--- src/rtl/swrst_pkg.sv ---
package swrst_pkg;

  typedef enum logic [2:0] {
    PH_IDLE   = 3'd0,
    PH_DELAY  = 3'd1,
    PH_HOLD   = 3'd2,
    PH_SLOTDN = 3'd3,
    PH_DISCH  = 3'd4,
    PH_OFF    = 3'd5,
    PH_SLOTUP = 3'd6
  } phase_e;

  typedef enum logic [1:0] {
    CMD_NONE = 2'b00,
    CMD_COLD = 2'b01,
    CMD_OFF  = 2'b10,
    CMD_RSVD = 2'b11
  } cmd_e;

  // Ticks for a duration given in 10 us units, never below one.
  function automatic int unsigned phase_ticks(input int unsigned dur_10us,
                                              input int unsigned tick_10us);
    int unsigned t;
    t = dur_10us / tick_10us;
    return (t == 0) ? 1 : t;
  endfunction

  function automatic int unsigned max2(input int unsigned a, input int unsigned b);
    return (a > b) ? a : b;
  endfunction

endpackage

--- src/rtl/swrst_phase_timer.sv ---
module swrst_phase_timer #(
  parameter int CW = 8
) (
  input  logic          clk,
  input  logic          rst_n,
  input  logic          run,
  input  logic          restart,
  input  logic          tick,
  input  logic [CW-1:0] limit,
  output logic          last
);

  logic [CW-1:0] cnt_q;
  logic [CW-1:0] cnt_d;
  logic          cnt_en;

  assign last   = run && tick && (cnt_q == limit - CW'(1));
  assign cnt_en = restart || (run && tick);

  always_comb begin
    cnt_d = cnt_q;
    if (restart)          cnt_d = '0;
    else if (run && tick) cnt_d = cnt_q + CW'(1);
  end

  always_ff @(posedge clk or negedge rst_n) begin
    if (!rst_n)      cnt_q <= '0;
    else if (cnt_en) cnt_q <= cnt_d;
  end

  // the tick count inside a phase never reaches its limit
  assert_cnt_below_limit_R2: assert property (@(posedge clk) disable iff (!rst_n)
    run |-> (cnt_q < limit));

  // without a tick the count does not move
  assert_cnt_waits_tick_R2: assert property (@(posedge clk) disable iff (!rst_n)
    (run && !tick && !restart) |=> $stable(cnt_q));

endmodule

--- src/rtl/swrst_slot_bank.sv ---
module swrst_slot_bank #(
  parameter int N_SLOTS = 4,
  localparam int IW = (N_SLOTS > 1) ? $clog2(N_SLOTS) : 1
) (
  input  logic               clk,
  input  logic               rst_n,
  input  logic               clr_en,
  input  logic               set_en,
  input  logic [IW-1:0]      idx,
  output logic [N_SLOTS-1:0] en
);

  logic [N_SLOTS-1:0] en_q;
  logic [N_SLOTS-1:0] en_d;
  logic               upd;

  assign upd = clr_en || set_en;

  always_comb begin
    en_d = en_q;
    if (clr_en) en_d[idx] = 1'b0;
    if (set_en) en_d[idx] = 1'b1;
  end

  always_ff @(posedge clk or negedge rst_n) begin
    if (!rst_n)   en_q <= '1;
    else if (upd) en_q <= en_d;
  end

  assign en = en_q;

  // slots change one at a time
  assert_one_slot_step_R4: assert property (@(posedge clk) disable iff (!rst_n)
    $countones(en_q ^ $past(en_q)) <= 1);

endmodule

--- src/rtl/swrst_cause_flags.sv ---
module swrst_cause_flags (
  input  logic clk,
  input  logic rst_n,
  input  logic set_cold,
  input  logic set_off,
  input  logic rd,
  output logic cold_flag,
  output logic off_flag
);

  logic cold_q, off_q;
  logic cold_d, off_d;
  logic upd;

  assign upd = set_cold || set_off || rd;

  always_comb begin
    cold_d = set_cold ? 1'b1 : (rd ? 1'b0 : cold_q);
    off_d  = set_off  ? 1'b1 : (rd ? 1'b0 : off_q);
  end

  always_ff @(posedge clk or negedge rst_n) begin
    if (!rst_n) begin
      cold_q <= 1'b0;
      off_q  <= 1'b0;
    end else if (upd) begin
      cold_q <= cold_d;
      off_q  <= off_d;
    end
  end

  assign cold_flag = cold_q;
  assign off_flag  = off_q;

  // a flag only rises when its command was accepted
  assert_cold_rises_on_accept_R9: assert property (@(posedge clk) disable iff (!rst_n)
    (cold_q && !$past(cold_q)) |-> $past(set_cold));
  assert_off_rises_on_accept_R9: assert property (@(posedge clk) disable iff (!rst_n)
    (off_q && !$past(off_q)) |-> $past(set_off));

  // a read without a set leaves both flags clear
  assert_read_clears_R9: assert property (@(posedge clk) disable iff (!rst_n)
    (rd && !set_cold && !set_off) |=> (!cold_q && !off_q));

endmodule

--- src/rtl/swrst_sequencer.sv ---
module swrst_sequencer #(
  parameter int N_SLOTS   = 4,
  parameter int TICK_10US = 1
) (
  input  logic               clk,
  input  logic               rst_n,
  input  logic               tick,
  input  logic               cmd_valid,
  input  logic [1:0]         cmd,
  input  logic               wake,
  input  logic               flag_rd,
  output logic [N_SLOTS-1:0] slot_en,
  output logic               sys_rst_n,
  output logic               regs_rst,
  output logic               cold_flag,
  output logic               off_flag
);
  import swrst_pkg::*;

  localparam int unsigned LIM_DELAY = phase_ticks(6000,  TICK_10US);
  localparam int unsigned LIM_HOLD  = phase_ticks(1024,  TICK_10US);
  localparam int unsigned LIM_SLOT  = phase_ticks(256,   TICK_10US);
  localparam int unsigned LIM_DISCH = phase_ticks(12500, TICK_10US);
  localparam int unsigned LIM_MAX   =
    max2(max2(LIM_DELAY, LIM_HOLD), max2(LIM_SLOT, LIM_DISCH));
  localparam int CW = $clog2(LIM_MAX + 1);
  localparam int IW = (N_SLOTS > 1) ? $clog2(N_SLOTS) : 1;
  localparam logic [IW-1:0] TOP_IDX = IW'(N_SLOTS - 1);

  // reset: asynchronous assert, synchronous release
  logic rst_meta_q, rst_ok_q;
  always_ff @(posedge clk or negedge rst_n) begin
    if (!rst_n) begin
      rst_meta_q <= 1'b0;
      rst_ok_q   <= 1'b0;
    end else begin
      rst_meta_q <= 1'b1;
      rst_ok_q   <= rst_meta_q;
    end
  end

  phase_e        phase_q, phase_d;
  logic [IW-1:0] idx_q, idx_d;
  logic          mode_cold_q, mode_cold_d;
  logic          pulse_q, pulse_d;
  logic          start, last, run;
  logic          slot_clr, slot_set;
  logic          set_cold, set_off;
  logic [CW-1:0] limit;
  logic          accept;

  assign accept = cmd_valid && ((cmd == CMD_COLD) || (cmd == CMD_OFF));
  assign run    = (phase_q != PH_IDLE) && (phase_q != PH_OFF);

  always_comb begin
    unique case (phase_q)
      PH_DELAY:             limit = CW'(LIM_DELAY);
      PH_HOLD:              limit = CW'(LIM_HOLD);
      PH_SLOTDN, PH_SLOTUP: limit = CW'(LIM_SLOT);
      PH_DISCH:             limit = CW'(LIM_DISCH);
      default:              limit = CW'(1);
    endcase
  end

  // next-state logic
  always_comb begin
    phase_d     = phase_q;
    idx_d       = idx_q;
    mode_cold_d = mode_cold_q;
    pulse_d     = 1'b0;
    start       = 1'b0;
    slot_clr    = 1'b0;
    slot_set    = 1'b0;
    set_cold    = 1'b0;
    set_off     = 1'b0;
    unique case (phase_q)
      PH_IDLE: begin
        if (accept) begin
          phase_d     = PH_DELAY;
          mode_cold_d = (cmd == CMD_COLD);
          set_cold    = (cmd == CMD_COLD);
          set_off     = (cmd == CMD_OFF);
          start       = 1'b1;
        end
      end
      PH_DELAY: begin
        if (last) phase_d = PH_HOLD;
      end
      PH_HOLD: begin
        if (last) begin
          phase_d  = PH_SLOTDN;
          idx_d    = TOP_IDX;
          slot_clr = 1'b1;
        end
      end
      PH_SLOTDN: begin
        if (last) begin
          if (idx_q == '0) begin
            phase_d = PH_DISCH;
          end else begin
            idx_d    = idx_q - IW'(1);
            slot_clr = 1'b1;
          end
        end
      end
      PH_DISCH: begin
        if (last) begin
          pulse_d = 1'b1;
          idx_d   = '0;
          if (mode_cold_q) begin
            phase_d  = PH_SLOTUP;
            slot_set = 1'b1;
          end else begin
            phase_d = PH_OFF;
          end
        end
      end
      PH_OFF: begin
        if (wake) begin
          phase_d  = PH_SLOTUP;
          idx_d    = '0;
          slot_set = 1'b1;
          start    = 1'b1;
        end
      end
      PH_SLOTUP: begin
        if (last) begin
          if (idx_q == TOP_IDX) begin
            phase_d = PH_IDLE;
          end else begin
            idx_d    = idx_q + IW'(1);
            slot_set = 1'b1;
          end
        end
      end
      default: phase_d = PH_IDLE;
    endcase
  end

  // state registers
  always_ff @(posedge clk or negedge rst_ok_q) begin
    if (!rst_ok_q) begin
      phase_q     <= PH_IDLE;
      idx_q       <= '0;
      mode_cold_q <= 1'b0;
      pulse_q     <= 1'b0;
    end else begin
      phase_q     <= phase_d;
      idx_q       <= idx_d;
      mode_cold_q <= mode_cold_d;
      pulse_q     <= pulse_d;
    end
  end

  swrst_phase_timer #(.CW(CW)) u_timer (
    .clk     (clk),
    .rst_n   (rst_ok_q),
    .run     (run),
    .restart (start || last),
    .tick    (tick),
    .limit   (limit),
    .last    (last)
  );

  swrst_slot_bank #(.N_SLOTS(N_SLOTS)) u_slots (
    .clk    (clk),
    .rst_n  (rst_ok_q),
    .clr_en (slot_clr),
    .set_en (slot_set),
    .idx    (idx_d),
    .en     (slot_en)
  );

  swrst_cause_flags u_flags (
    .clk       (clk),
    .rst_n     (rst_ok_q),
    .set_cold  (set_cold),
    .set_off   (set_off),
    .rd        (flag_rd),
    .cold_flag (cold_flag),
    .off_flag  (off_flag)
  );

  assign sys_rst_n = (phase_q == PH_IDLE) || (phase_q == PH_DELAY);
  assign regs_rst  = pulse_q;

  // no-action and reserved codes leave the block idle
  assert_nop_cmd_idle_R1: assert property (@(posedge clk) disable iff (!rst_ok_q)
    (phase_q == PH_IDLE && (!cmd_valid || cmd == CMD_NONE || cmd == CMD_RSVD))
      |=> (phase_q == PH_IDLE));

  // reset output is low while any slot is off
  assert_rst_low_slot_off_R3: assert property (@(posedge clk) disable iff (!rst_ok_q)
    (slot_en != '1) |-> !sys_rst_n);

  // register-bank pulse lasts one cycle and follows the discharge
  assert_regrst_single_R5: assert property (@(posedge clk) disable iff (!rst_ok_q)
    regs_rst |=> !regs_rst);
  assert_regrst_after_disch_R5: assert property (@(posedge clk) disable iff (!rst_ok_q)
    regs_rst |-> ($past(phase_q) == PH_DISCH && !sys_rst_n));

  // the off state is left only through wake
  assert_off_holds_R7: assert property (@(posedge clk) disable iff (!rst_ok_q)
    (phase_q == PH_OFF && !wake) |=> (phase_q == PH_OFF));

  // a flow starts only from idle
  assert_start_from_idle_R8: assert property (@(posedge clk) disable iff (!rst_ok_q)
    (phase_q == PH_DELAY && $past(phase_q) != PH_DELAY) |-> ($past(phase_q) == PH_IDLE));

endmodule

--- config.mk ---
export PLATFORM = sky130hd
export DESIGN_NAME = swrst_sequencer
export DESIGN_NICKNAME = d
export VERILOG_FILES = /design/src/rtl/swrst_pkg.sv /design/src/rtl/swrst_phase_timer.sv /design/src/rtl/swrst_slot_bank.sv /design/src/rtl/swrst_cause_flags.sv /design/src/rtl/swrst_sequencer.sv
export SDC_FILE = /design/constraint.sdc
export NUM_CORES = 1
export LEC_CHECK = 0
export ABC_AREA = 1
export BUFFER_PORTS_ARGS = -buffer_cell sky130_fd_sc_hd__buf_2
export CAP_MARGIN = 10
export CORE_MARGIN = 8
export CORE_UTILIZATION = 40
export CTS_CLUSTER_DIAMETER = 100
export CTS_CLUSTER_SIZE = 14
export DETAILED_ROUTE_END_ITERATION = 10
export PLACE_DENSITY = 0.68
export SYNTH_ARGS = -nofsm -noshare
export SYNTH_HDL_FRONTEND = slang
export SYNTH_SLANG_ARGS = --single-unit
--- constraint.sdc ---
create_clock -name clk -period 1 [get_ports clk]
set_input_delay 0.05 -clock clk [delete_from_list [all_inputs] [get_ports clk]]
set_output_delay 0.05 -clock clk [all_outputs]
set_load 0.01 [all_outputs]
==> results of run 1 <==
## through the flow
step	setup TNS, ps	worst slack, ps	std cells
final	-23670	-1048	420
after detailed placement	-23720	-1027	403
after floorplan	-15930	-791.5	272
after global placement	-22840	-1002	403
after CTS	-21560	-948.5	415
after global routing	-26580	-1151	420
## what timing repair did
| action | in CTS | in global routing |
|---|---|---|
| hold endpoints to repair | 4 | 0 |
| pin swaps | 13 | 7 |
| hold buffers | 2 | 0 |
| endpoints found under the setup margin | 28 | 31 |
| gates resized for setup | 54 | 20 |
| setup buffers | 2 | 5 |
## layout by cell type (no fill, tap or decap), drive strengths merged
cell	netlist	layout
nand3b	1	1
inv	38	38
o211ai	2	2
o21ai	25	25
ha	3	3
dfrtp	25	25
xor2	2	2
nor4	3	3
o22ai	2	2
a21oi	5	5
nand2	84	84
conb	1	1
or4	1	1
bufinv	0	1
dlygate4sd3	0	2
nand4	7	7
nor2	26	26
dfstp	4	4
buf	4	88
a21boi	1	1
or2	1	1
o21a	1	1
nand3	29	29
nor3	7	7
clkbuf	0	7
## registers in the layout, summed over array words and instances, names as in the netlist
signal             cells
regs_rst               1
rst_meta_q             1
idx_q                  2
rst_ok_q               1
u_timer.cnt_q         14
u_flags.cold_flag      1
phase_q                3
u_flags.off_flag       1
mode_cold_q            1
u_slots.en             4
## worst min-delay path by stage
| stage | slack (ps) | cells past startpoint | end |
|---|---|---|---|
| after floorplan | -250 | 0 | rst_meta_q |
| after global placement | -170 | 1 | rst_ok_q |
| after detailed placement | -160 | 1 | rst_meta_q |
| after CTS | 40 | 3 | u_flags.cold_flag |
| after global routing | 70 | 3 | mode_cold_q |
| final | 60 | 3 | u_flags.cold_flag |
## routing by layer
layer  global-route usage (%)  vias up  wire length, µm
li1                         -     1072                -
met1                    19.28      981             2368
met2                    28.56       50             2931
met3                    3.343       15              273
met4                    5.573        0              144
met5                        0        -                0
## kinds of logic (layout without fill, tap and decap cells)
family | count (synthesis) | in the layout | synth area share, %
AND/OR/NAND/NOR | 159 | 159 | 39.84
buffers and inverters | 42 | 136 | 8.991
AO/OA/AOI/OAI | 36 | 36 | 10.35
flip-flops | 29 | 29 | 37.77
adder cells (fa/ha/maj) | 3 | 3 | 1.941
XOR/XNOR | 2 | 2 | 0.9057
other | 1 | 1 | 0.1939
## critical path, cell delays in order (launching register included)
cell and delay (ps):
sky130_fd_sc_hd__dfrtp_2 480, sky130_fd_sc_hd__nor2_4 180, sky130_fd_sc_hd__nand2_4 100, sky130_fd_sc_hd__nand2_2 80, sky130_fd_sc_hd__nand2_1 70, sky130_fd_sc_hd__nor2_2 110, sky130_fd_sc_hd__nand2_2 70, sky130_fd_sc_hd__nor2_4 170
sky130_fd_sc_hd__nand2_4 110, sky130_fd_sc_hd__nand2_1 80, sky130_fd_sc_hd__nand4_1 150, sky130_fd_sc_hd__buf_4 200, sky130_fd_sc_hd__nand2_1 60, sky130_fd_sc_hd__o21ai_1 70
## where the power goes
group | switching, µW | internal, µW | leakage, µW
clock network | 444 | 812 | 0.0000585
logic | 2540 | 2230 | 0.00110
registers | 314 | 1480 | 0.000372
## final cells by class
class | instances | share of cell area [%]
timing repair buffer | 90 | 23.41
clock inverter | 1 | 0.9926
sequential | 29 | 24.28
multi-input combinational | 201 | 41.11
tap | 54 | 2.233
inverter | 38 | 5.128
clock buffer | 7 | 2.854
==> reports/summary.md, run 1 <==
The flow ran to the end, but the final reports show violations. The final reports fail on negative setup slack. The largest total area in the synthesized netlist belongs to sky130_fd_sc_hd__dfrtp_1. The final count of pins violating max slew was 0; the maximum root-to-sink buffer count was 2. After synthesis, the cell types taking the most area are sky130_fd_sc_hd__dfrtp_1 (32%), sky130_fd_sc_hd__nand2_1 (14%), sky130_fd_sc_hd__nand3_1 (6.7%), sky130_fd_sc_hd__inv_1 (5.8%), sky130_fd_sc_hd__dfstp_2 (5.4%). The commonest cells after synthesis are sky130_fd_sc_hd__nand2_1 (73), sky130_fd_sc_hd__inv_1 (30), sky130_fd_sc_hd__nand3_1 (26).

Setup violations remaining at the end of the flow were counted as 28. The height of the die is 85.54 µm, and the wire length of the first global-routing pass is 9749 µm. In this run the worst hold path is classified as in -> reg. The run gives -1048 ps as the least setup slack across all paths after layout.

The finished cells cover 3025 µm². Across all register-to-register paths, the minimum setup slack is -1050 ps. Max-cap violations in this run came to 0.

The logs give 2 for the number of levels in the clock H-tree and 5719 µm for the total wirelength of the detailed-routed design. The number of storage elements in the synthesis netlist was 29. The number of nets handed over by synthesis was 283.

The maximum ir drop on the vdd rail was 1.337 mV; the worst clock skew on the final layout was 7.551 ps. The layout has 387 filler cells. The combined area of all synthesized cells was 1934 µm². The ratio of total power to cell area is 2583 nW/µm², and the routed wirelength normalized by instance count is 13.62 µm. The share of the synthesized area in the top cell type came out at 32.34%. The tools report the sequential share of the synthesized area as 37.77%.

Dividing the final minimum period by the clock period gives 204.8%. Achievable frequency: 0.4883 GHz. STA classifies the critical path startpoint as a flip-flop. Measured in cells, the most critical reg-to-reg path has a length of 13. Cell row count: 25. The arrival time of data at the critical path endpoint came out at 2200 ps.

The number of antenna violations at the first check in global routing was 0; the half-perimeter wire length after placement was 3962 µm. Post-synthesis async set-or-reset flop share: 100.0%. Setup repair after global routing could not meet its margin everywhere. In the global route stage, overall resource usage came out at 16.32%.

The number of global-route vias before repair was 2134; the largest net degree at the start of global routing was 28. The startpoint identified for the worst hold timing path is cmd_valid. Yosys instantiated no cell more often than sky130_fd_sc_hd__nand2_1.

Data on the critical path is required at its endpoint by 1150 ps. The count of nets left with antenna violations after detail routing was 0. The routed design could run at a clock period as short as 2048 ps. For the leakage power summed over all cells, the log shows 0.001529 µW. The logs give 376 for the net total in the final layout and 272 for the synthesized instance count. For this run, the number of Yosys warnings is 0. The synthesized design contains 0 enable-type register cells. The capturing element type of the critical path is a flip-flop. The run gives 4 as the number of iterations in the first detailed-routing pass. The count of buffers from port buffering is 15, and the synthesis-to-finish area growth is 56.40%.

The sequential cells in the finished layout cover a total of 734.5 µm². The worst hold margin is 55.38 ps. The run gives 7815 µW as the total power after layout.

The multi-input combinational cell area was 1244 µm². The via density per instance was 5.043; the weighted congestion reported at the end of routability-driven placement was 0.9069. In this run the worst setup path terminates at phase_q[0]. The worst setup path is of the reg -> reg kind.

The prevailing post-synth register cell was sky130_fd_sc_hd__dfrtp_1. The mean instance size in the synthesized netlist came out at 7.112 µm². For this design the top-level I/O count stands at 16. For the area of the die, the log shows 7317 µm². Once placement finished, the instance area stood at 2587 µm².

Counting distinct cell types in the post-synthesis netlist gives 34. Cells with a size suffix above 1 make up 45.63% of the layout. Maximum fanout along the worst path: 7.

The critical path starts at phase_q[0]. The clock reaches the later pin of the worst-skew pair after 280 ps. For the number of clock buffers inserted by TritonCTS, the log shows 5. After clock tree synthesis, the clock-pin slew on the worst setup and hold paths is 60 ps.

For this block, the initial DRC count from the detailed router was 88. TritonCTS built the clock tree. The tools report the endpoint of the most critical register-to-register path as phase_q[0]. Measured along the x axis, the die boundary spans 85.54 µm. The clock root buffer master is sky130_fd_sc_hd__clkbuf_8. The final core utilization is 64.48%.

For this configuration, the core starts out at a cell density of 41.23%. Reg-to-reg critical path startpoint: phase_q[0]. The logs give 2118 for the overall via count from detail_route and 0 for the antenna diode count.

The core footprint is 4692 µm², and the DRC violation count after routing is 0. The hold violation count in the final report was 0; the leftover overflow at the end of global routing was 0. The tools report the CTS sink count as 29.
No activity file was read; power rests on OpenSTA's default activity.
==> run 2: changes to the inputs <==
CELL_PAD_IN_SITES_DETAIL_PLACEMENT = 0   (was not set)
CELL_PAD_IN_SITES_GLOBAL_PLACEMENT = 1   (was not set)
CORE_MARGIN = 1.5   (was 8)
PLACE_DENSITY = 0.85   (was 0.68)
==> reports/summary.md, run 2 (same netlist as run 1, synthesis figures left out) <==
Chain of cells forming the critical path: buf_6 > nand2_4 > nand2_2 > nand2_2 > nand2_1 > nor2_1 > nand2_1 > nor2_4 > nand2_4 > buf_4 > nand2_1 > nand4_1 > buf_6 > nand2_2 > o21ai_2 (was nor2_4 > nand2_4 > nand2_2 > nand2_1 > nor2_2 > nand2_2 > nor2_4 > nand2_4 > nand2_1 > nand4_1 > buf_4 > nand2_1 > o21ai_1). The total I/O pin count came out at 16 (unchanged). The synthesis-to-finish area growth is 69.60% (was 56.40%). The ratio of total power to cell area is 2653 nW/µm² (was 2583 nW/µm²), and the total wirelength of the detailed-routed design is 6492 µm (was 5719 µm).

The run gives 1170 ps (was 1150 ps) as the worst path required time. Violations in the final reports: negative setup slack (unchanged). The max-capacitance violation count came out at 0 (unchanged). For the net switching component of the power, the log shows 3652 µW (was 3295 µW). The combinational share of power was 64.4% (was 61.0%).

The clock input transition at the sequential cells of the worst setup and hold paths was 70 ps (was 60 ps); the hold violation count in the final report was 0 (unchanged). The gate family responsible for the most delay along the worst path is simple AND/OR/NAND/NOR gates (unchanged). The routed wirelength normalized by instance count is 14.59 µm (was 13.62 µm), and the final count of pins violating max slew is 0 (unchanged).

Setup repair after global routing could not meet its margin everywhere. The run gives 401 (was 376) as the net total in the final layout. Half-perimeter wire length after placement: 4153 µm (was 3962 µm). The run gives 0 (unchanged) as the number of antenna violations at the first check in global routing.

The logs give 131 (was 88) for the first-iteration detailed-routing DRC count and 24.56% (was 16.32%) for the global-route total usage across every layer. Startpoint-to-endpoint class of the critical path: reg -> reg (unchanged). The total power after layout is 8704 µW (was 7815 µW), and the maximum fanout along the worst path is 6 (was 7). The run gives -26850 ps (was -23670 ps) as the setup TNS. The count of buffers from port buffering was 15 (unchanged). The height of the die was 72.54 µm (was 85.54 µm). For the final core utilization, the log shows 69.92% (was 64.48%). The maximum ir drop on the vdd rail was 1.582 mV (was 1.337 mV). The path class of the lowest-slack min-delay path is in -> reg (unchanged). The logs give 20.6% (was 23.0%) for the part of the total power dissipated in sequential elements and 0 (unchanged) for the leftover overflow at the end of global routing. The capturing element type of the critical path is a flip-flop (unchanged). The run gives 27.43% (was 19.28%) as the met1 routing resource usage after global routing. The worst clock skew on the final layout was 9.854 ps (was 7.551 ps).

The clock root buffer master was sky130_fd_sc_hd__clkbuf_8 (unchanged). The largest stage delay on the critical path is 490 ps (was 480 ps), and the core footprint is 4692 µm² (unchanged). Flip-flop count of the largest register, all copies and words added: 14 (unchanged). The tools report the DRC violation count after routing as 0 (unchanged). Commonest cells after routing, fill and taps aside: sky130_fd_sc_hd__buf_4 (82), sky130_fd_sc_hd__nand2_1 (60), sky130_fd_sc_hd__inv_1 (28) (was sky130_fd_sc_hd__buf_4 (63), sky130_fd_sc_hd__nand2_1 (61), sky130_fd_sc_hd__inv_1 (30)).

The leakage power summed over all cells is 0.001658 µW (was 0.001529 µW), and the achievable frequency is 0.4658 GHz (was 0.4883 GHz). The arrival time of data at the critical path endpoint was 2310 ps (was 2200 ps); the wire length of the first global-routing pass was 9908 µm (was 9749 µm). The run gives 5262 µm² (was 7317 µm²) as the area of the die.

The part of the power in the clock network came out at 15.0% (was 16.1%). The most common cell after layout, fill and taps aside was sky130_fd_sc_hd__buf_4 (unchanged). The kind of start point of the critical path is a flip-flop (unchanged).

The number of buffers and inverters on the critical path works out to 3 (was 1). The run finished, with violations left. The tools report the effective utilization at floorplan as 41.23% (unchanged). Top register by number of flip-flops: u_timer.cnt_q (unchanged).

The least setup slack across all paths after layout was -1147 ps (was -1048 ps); the CTS sink count was 29 (unchanged). For the worst hold margin, the log shows 81.17 ps (was 55.38 ps). The number of clock buffers inserted by TritonCTS is 5 (unchanged), and the antenna diode count is 0 (unchanged). The cell row count was 25 (unchanged). The logs give 28 (unchanged) for the largest net degree at the start of global routing and 5053 µW (was 4520 µW) for the cell internal power dissipation.

Layer with the highest usage after global routing: met2 (unchanged). The cell type of the slowest stage on the worst timing path is sky130_fd_sc_hd__dfrtp_2 (unchanged). TritonCTS built the clock tree. The via density per instance works out to 5.178 (was 5.043). The run gives 5.833% (was 3.343%) as the routing usage on met3.

The number of iterations in the first detailed-routing pass came out at 4 (unchanged). The run gives 44.85% (was 28.56%) as the met2 usage in global routing. Layout filler cell count: 346 (was 387). The share of the cycle needed by the critical path after routing is 214.7% (was 204.8%), and the clock insertion delay at the later pin of the skew report is 290 ps (was 280 ps). Number of levels in the clock H-tree: 2 (unchanged). The maximum root-to-sink buffer count was 2 (unchanged); the die width was 72.54 µm (was 85.54 µm). The count of nets left with antenna violations after detail routing is 0 (unchanged). The overall via count from detail_route was 2304 (was 2118). The weighted congestion reported at the end of routability-driven placement is 0.8383 (was 0.9069), and the number of global-route vias before repair is 2241 (was 2134). Ratio of cells with drive above 1 in the final layout: 50.38% (was 45.63%). The switching fraction of total power was 41.95% (was 42.16%). For the setup-violating endpoint count in the final report, the log shows 28 (unchanged). The clock period minus final worst setup slack is 2147 ps (was 2048 ps).
run 2: cell count changes in the layout (fill, tap and decap cells not counted), sizes merged:
| cell | change |
|---|---|
| buf | +24 |
| clkbuf | +1 |
| clkinv | +2 |
| inv | -2 |
run 2: final cells by class:
| class | count | area [µm²] | share of cell area, % |
|---|---|---|---|
| tap | 54 | 67.56 | 2.059 |
| timing repair buffer | 115 | 948.4 | 28.91 |
| clock inverter | 1 | 30.03 | 0.9153 |
| multi-input combinational | 201 | 1259 | 38.37 |
| clock buffer | 7 | 86.33 | 2.632 |
| inverter | 38 | 155.1 | 4.729 |
| sequential | 29 | 734.5 | 22.39 |
run 2: through the flow:
stage	instance area [µm²]	cells	setup slack [ps]
after CTS	2972	426	-975.0
after global placement	2603	405	-1041
after floorplan	1976	272	-791.5
after global routing	3281	445	-1268
after detailed placement	2603	405	-1079
final	3281	445	-1147
run 2: timing repair:
action / in CTS / in global routing
endpoints found under the setup margin: 28 / 32
gates cloned: 0 / 1
resized for setup: 52 / 36
hold endpoints to repair: 4 / 0
pin swaps: 16 / 21
hold buffers: 2 / 0
setup buffers: 12 / 19
run 2: worst register-to-register path, cell delays in order (launching register included):
cell	delay [ps]
sky130_fd_sc_hd__dfrtp_2	490
sky130_fd_sc_hd__buf_6	170
sky130_fd_sc_hd__nand2_4	70
sky130_fd_sc_hd__nand2_2	50
sky130_fd_sc_hd__nand2_2	70
sky130_fd_sc_hd__nand2_1	50
sky130_fd_sc_hd__nor2_1	110
sky130_fd_sc_hd__nand2_1	100
sky130_fd_sc_hd__nor2_4	180
sky130_fd_sc_hd__nand2_4	110
sky130_fd_sc_hd__buf_4	150
sky130_fd_sc_hd__nand2_1	50
sky130_fd_sc_hd__nand4_1	150
sky130_fd_sc_hd__buf_6	180
sky130_fd_sc_hd__nand2_2	50
sky130_fd_sc_hd__o21ai_2	50
run 2: power groups by stage:
stage / Clock (µW) / Sequential (µW) / Combinational, µW
2_1_floorplan: 0 / 1720 / 2230
3_3_place_gp: 0 / 1740 / 3810
3_5_place_dp: 0 / 1760 / 3860
4_1_cts: 1310 / 1790 / 4670
5_1_grt: 1380 / 1820 / 6010
6_report: 1300 / 1790 / 5610
run 2: metal layers:
layer	vias up	share of wire [%]	wire length, µm
met3	24	4.1	266
met2	63	53	3422
met1	1097	40	2594
met4	0	3.2	208
met5	-	0	0
li1	1120	-	-
run 2: worst paths after layout:
kind / from / to / slack, ps / cells past startpoint
setup / recovery: phase_q[0] / phase_q[1] / -1150 / 15
setup reg to reg: phase_q[0] / phase_q[1] / -1150 / 15
max in group asynchronous: rst_ok_q / u_slots.en[2] / 510 / 1
hold / removal: cmd_valid / mode_cold_q / 80 / 3
hold reg to reg: rst_ok_q / phase_q[0] / 220 / 1
min in group asynchronous: rst_n / rst_ok_q / 100 / 2
==> run 3: changes to the inputs <==
CTS_BUF_LIST = sky130_fd_sc_hd__clkbuf_4 sky130_fd_sc_hd__clkbuf_8   (was not set)
==> reports/summary.md, run 3 (same netlist as run 1, synthesis figures left out) <==
For the number of global-route vias before repair, the log shows 2272 (was 2241). The run gives -1114 ps (was -1147 ps) as the least setup slack across all paths after layout. The run gives 0.8383 (unchanged) as the weighted congestion reported at the end of routability-driven placement. The CTS sink count is 29 (unchanged), and the final count of pins violating max slew is 0 (unchanged). For the total power after layout, the log shows 8395 µW (was 8704 µW). The reg-to-reg critical path startpoint was phase_q[0] (unchanged). The tools report the clock insertion delay at the later pin of the skew report as 290 ps (about the same).

The routed wirelength normalized by instance count is 14.04 µm (was 14.59 µm). The via density per instance was 5.171 (was 5.178); the total I/O pin count was 16 (unchanged). The half-perimeter wire length after placement is 4153 µm (unchanged), and the antenna diode count is 0 (unchanged).

The layout filler cell count came out at 370 (was 346). The area of placed instances is 2603 µm² (unchanged), and the DRC violation count after routing is 0 (unchanged). The global-route total usage across every layer was 24.58% (was 24.56%). The setup-violating endpoint count in the final report was 28 (unchanged); the worst path required time was 1160 ps (was 1170 ps).

The run gives 41.23% (unchanged) as the effective utilization at floorplan. The clock root buffer master was sky130_fd_sc_hd__clkbuf_8 (unchanged). The maximum root-to-sink buffer count came out at 2 (unchanged). Maximum fanout along the worst path: 6 (unchanged).

The tools report the endpoint of the most critical register-to-register path as phase_q[1] (unchanged). The cell area after layout came out at 3162 µm² (was 3281 µm²). The count of buffers from port buffering works out to 15 (unchanged). The leakage power summed over all cells is 0.001622 µW (was 0.001658 µW). The flip-flop count of the largest register, all copies and words added works out to 14 (unchanged). The run gives 9929 µm (was 9908 µm) as the wire length of the first global-routing pass. The achievable frequency was 0.4731 GHz (was 0.4658 GHz). Die width: 72.54 µm (unchanged). The clock period minus final worst setup slack is 2114 ps (was 2147 ps), and the ratio of cells with drive above 1 in the final layout is 45.97% (was 50.38%).

The capture endpoint of the worst hold path is mode_cold_q (unchanged). Start point of the worst min-delay path: cmd_valid (unchanged). The top register by number of flip-flops is u_timer.cnt_q (unchanged). For the max-capacitance violation count, the log shows 0 (unchanged). The setup TNS is -26140 ps (was -26850 ps), and the hold violation count in the final report is 0 (unchanged). Most common cell after layout, fill and taps aside: sky130_fd_sc_hd__buf_4 (unchanged). Setup repair after global routing could not meet its margin everywhere.

The number of levels in the clock H-tree is 2 (unchanged), and the maximum ir drop on the vdd rail is 1.462 mV (was 1.582 mV). The cell depth of the worst hold path was 3 (unchanged); the core footprint was 4692 µm² (unchanged). The tools report the capturing element type of the critical path as a flip-flop (unchanged). The clock input transition at the sequential cells of the worst setup and hold paths is 70 ps (about the same), and the ratio of total power to cell area is 2655 nW/µm² (was 2653 nW/µm²). The run gives 395 (was 401) as the net total in the final layout.

Synthesis-to-finish area growth: 63.45% (was 69.60%). The height of the die works out to 72.54 µm (unchanged). Violations in the final reports: negative setup slack (unchanged).

The number of iterations in the first detailed-routing pass was 4 (unchanged); the cell row count was 25 (unchanged). The tools report the kind of start point of the critical path as a flip-flop (unchanged). Commonest cells after routing, fill and taps aside: sky130_fd_sc_hd__buf_4 (79), sky130_fd_sc_hd__nand2_1 (61), sky130_fd_sc_hd__inv_1 (28) (was sky130_fd_sc_hd__buf_4 (82), sky130_fd_sc_hd__nand2_1 (60), sky130_fd_sc_hd__inv_1 (28)). TritonCTS built the clock tree. The startpoint-to-endpoint class of the critical path was reg -> reg (unchanged). The first-iteration detailed-routing DRC count came out at 95 (was 131). The tools report the arrival time of data at the critical path endpoint as 2280 ps (was 2310 ps).

The worst hold margin was 80.32 ps (was 81.17 ps); the overall via count from detail_route was 2270 (was 2304). The path class of the lowest-slack min-delay path was in -> reg (unchanged). The largest net degree at the start of global routing is 28 (unchanged), and the leftover overflow at the end of global routing is 0 (unchanged).

The area of the die came out at 5262 µm² (unchanged). The internal reg-to-reg setup slack is -1110 ps (was -1150 ps). The number of clock buffers inserted by TritonCTS is 5 (unchanged), and the share of the cycle needed by the critical path after routing is 211.4% (was 214.7%). The total wirelength of the detailed-routed design was 6165 µm (was 6492 µm); the number of antenna violations at the first check in global routing was 0 (unchanged). The worst clock skew on the final layout is 10.41 ps (was 9.854 ps). The run gives 0 (unchanged) as the count of nets left with antenna violations after detail routing. The run finished, with violations left. The post-place setup slack came out at -1079 ps (unchanged). The worst reg-to-reg path cell count is 15 (unchanged).
## run 3: per-layer routing
layer  vias to the layer above  part of all wire [%]  wire, µm  track usage (%)
met1                      1061                    41      2553            27.52
met4                         0                   3.0       187            10.27
met3                        23                   4.5       277            6.250
met2                        70                    51      3147            44.04
li1                       1116                     -         -                -
met5                         -                     0         0                0
## run 3: layout make-up
class                   count  area, µm²  area share (%)
well taps                  54      67.56           2.137
multi-input cells         201       1195           37.79
clock buffers               7      90.09           2.849
flip-flops and latches     29      734.5           23.23
inverters                  38      152.6           4.828
repair buffers            109      892.1           28.22
clock inverters             1      30.03          0.9497
## run 3: worst max path at each step
stage                    start            end  slack, ps  depth (start not counted)
global placement    phase_q[0]  u_slots.en[0]      -1040                         16
detailed placement  phase_q[0]  u_slots.en[0]      -1080                         17
global route        phase_q[0]  u_slots.en[0]      -1290                         17
finish              phase_q[0]     phase_q[1]      -1110                         15
CTS                 phase_q[0]  u_slots.en[0]       -970                         15
floorplan           phase_q[1]  u_slots.en[0]       -790                         16
## run 3: what timing repair did
action | CTS | global route
buffers inserted | 12 | 12
hold buffers | 2 | 0
gates cloned | 0 | 1
endpoints found under the hold margin | 4 | 0
endpoints found under the setup margin | 28 | 32
pin swaps | 16 | 14
resized for setup | 52 | 16
## run 3: power breakdown
group | switching, µW | internal [µW] | total (µW)
clock | 486 | 839 | 1330
combinational | 2660 | 2610 | 5270
sequential | 322 | 1480 | 1800
total | 3460 | 4930 | 8390
## run 3: critical path: stages (launching register included)
cell and delay (ps):
sky130_fd_sc_hd__dfrtp_2 490, sky130_fd_sc_hd__buf_6 170, sky130_fd_sc_hd__nand2_4 70, sky130_fd_sc_hd__nand2_2 50, sky130_fd_sc_hd__nand2_2 70, sky130_fd_sc_hd__nand2_1 50, sky130_fd_sc_hd__nor2_1 100, sky130_fd_sc_hd__nand2_1 100
sky130_fd_sc_hd__nor2_4 170, sky130_fd_sc_hd__nand2_4 120, sky130_fd_sc_hd__buf_4 150, sky130_fd_sc_hd__nand2_1 50, sky130_fd_sc_hd__nand4_1 100, sky130_fd_sc_hd__buf_4 180, sky130_fd_sc_hd__nand2_1 50, sky130_fd_sc_hd__o21ai_1 70
## run 3: through the flow
step           cells  util (%)
2_1_floorplan    272         -
3_3_place_gp     405     55.47
3_5_place_dp     405     55.47
4_1_cts          426     63.41
5_1_grt          439     67.39
6_report         439     67.39
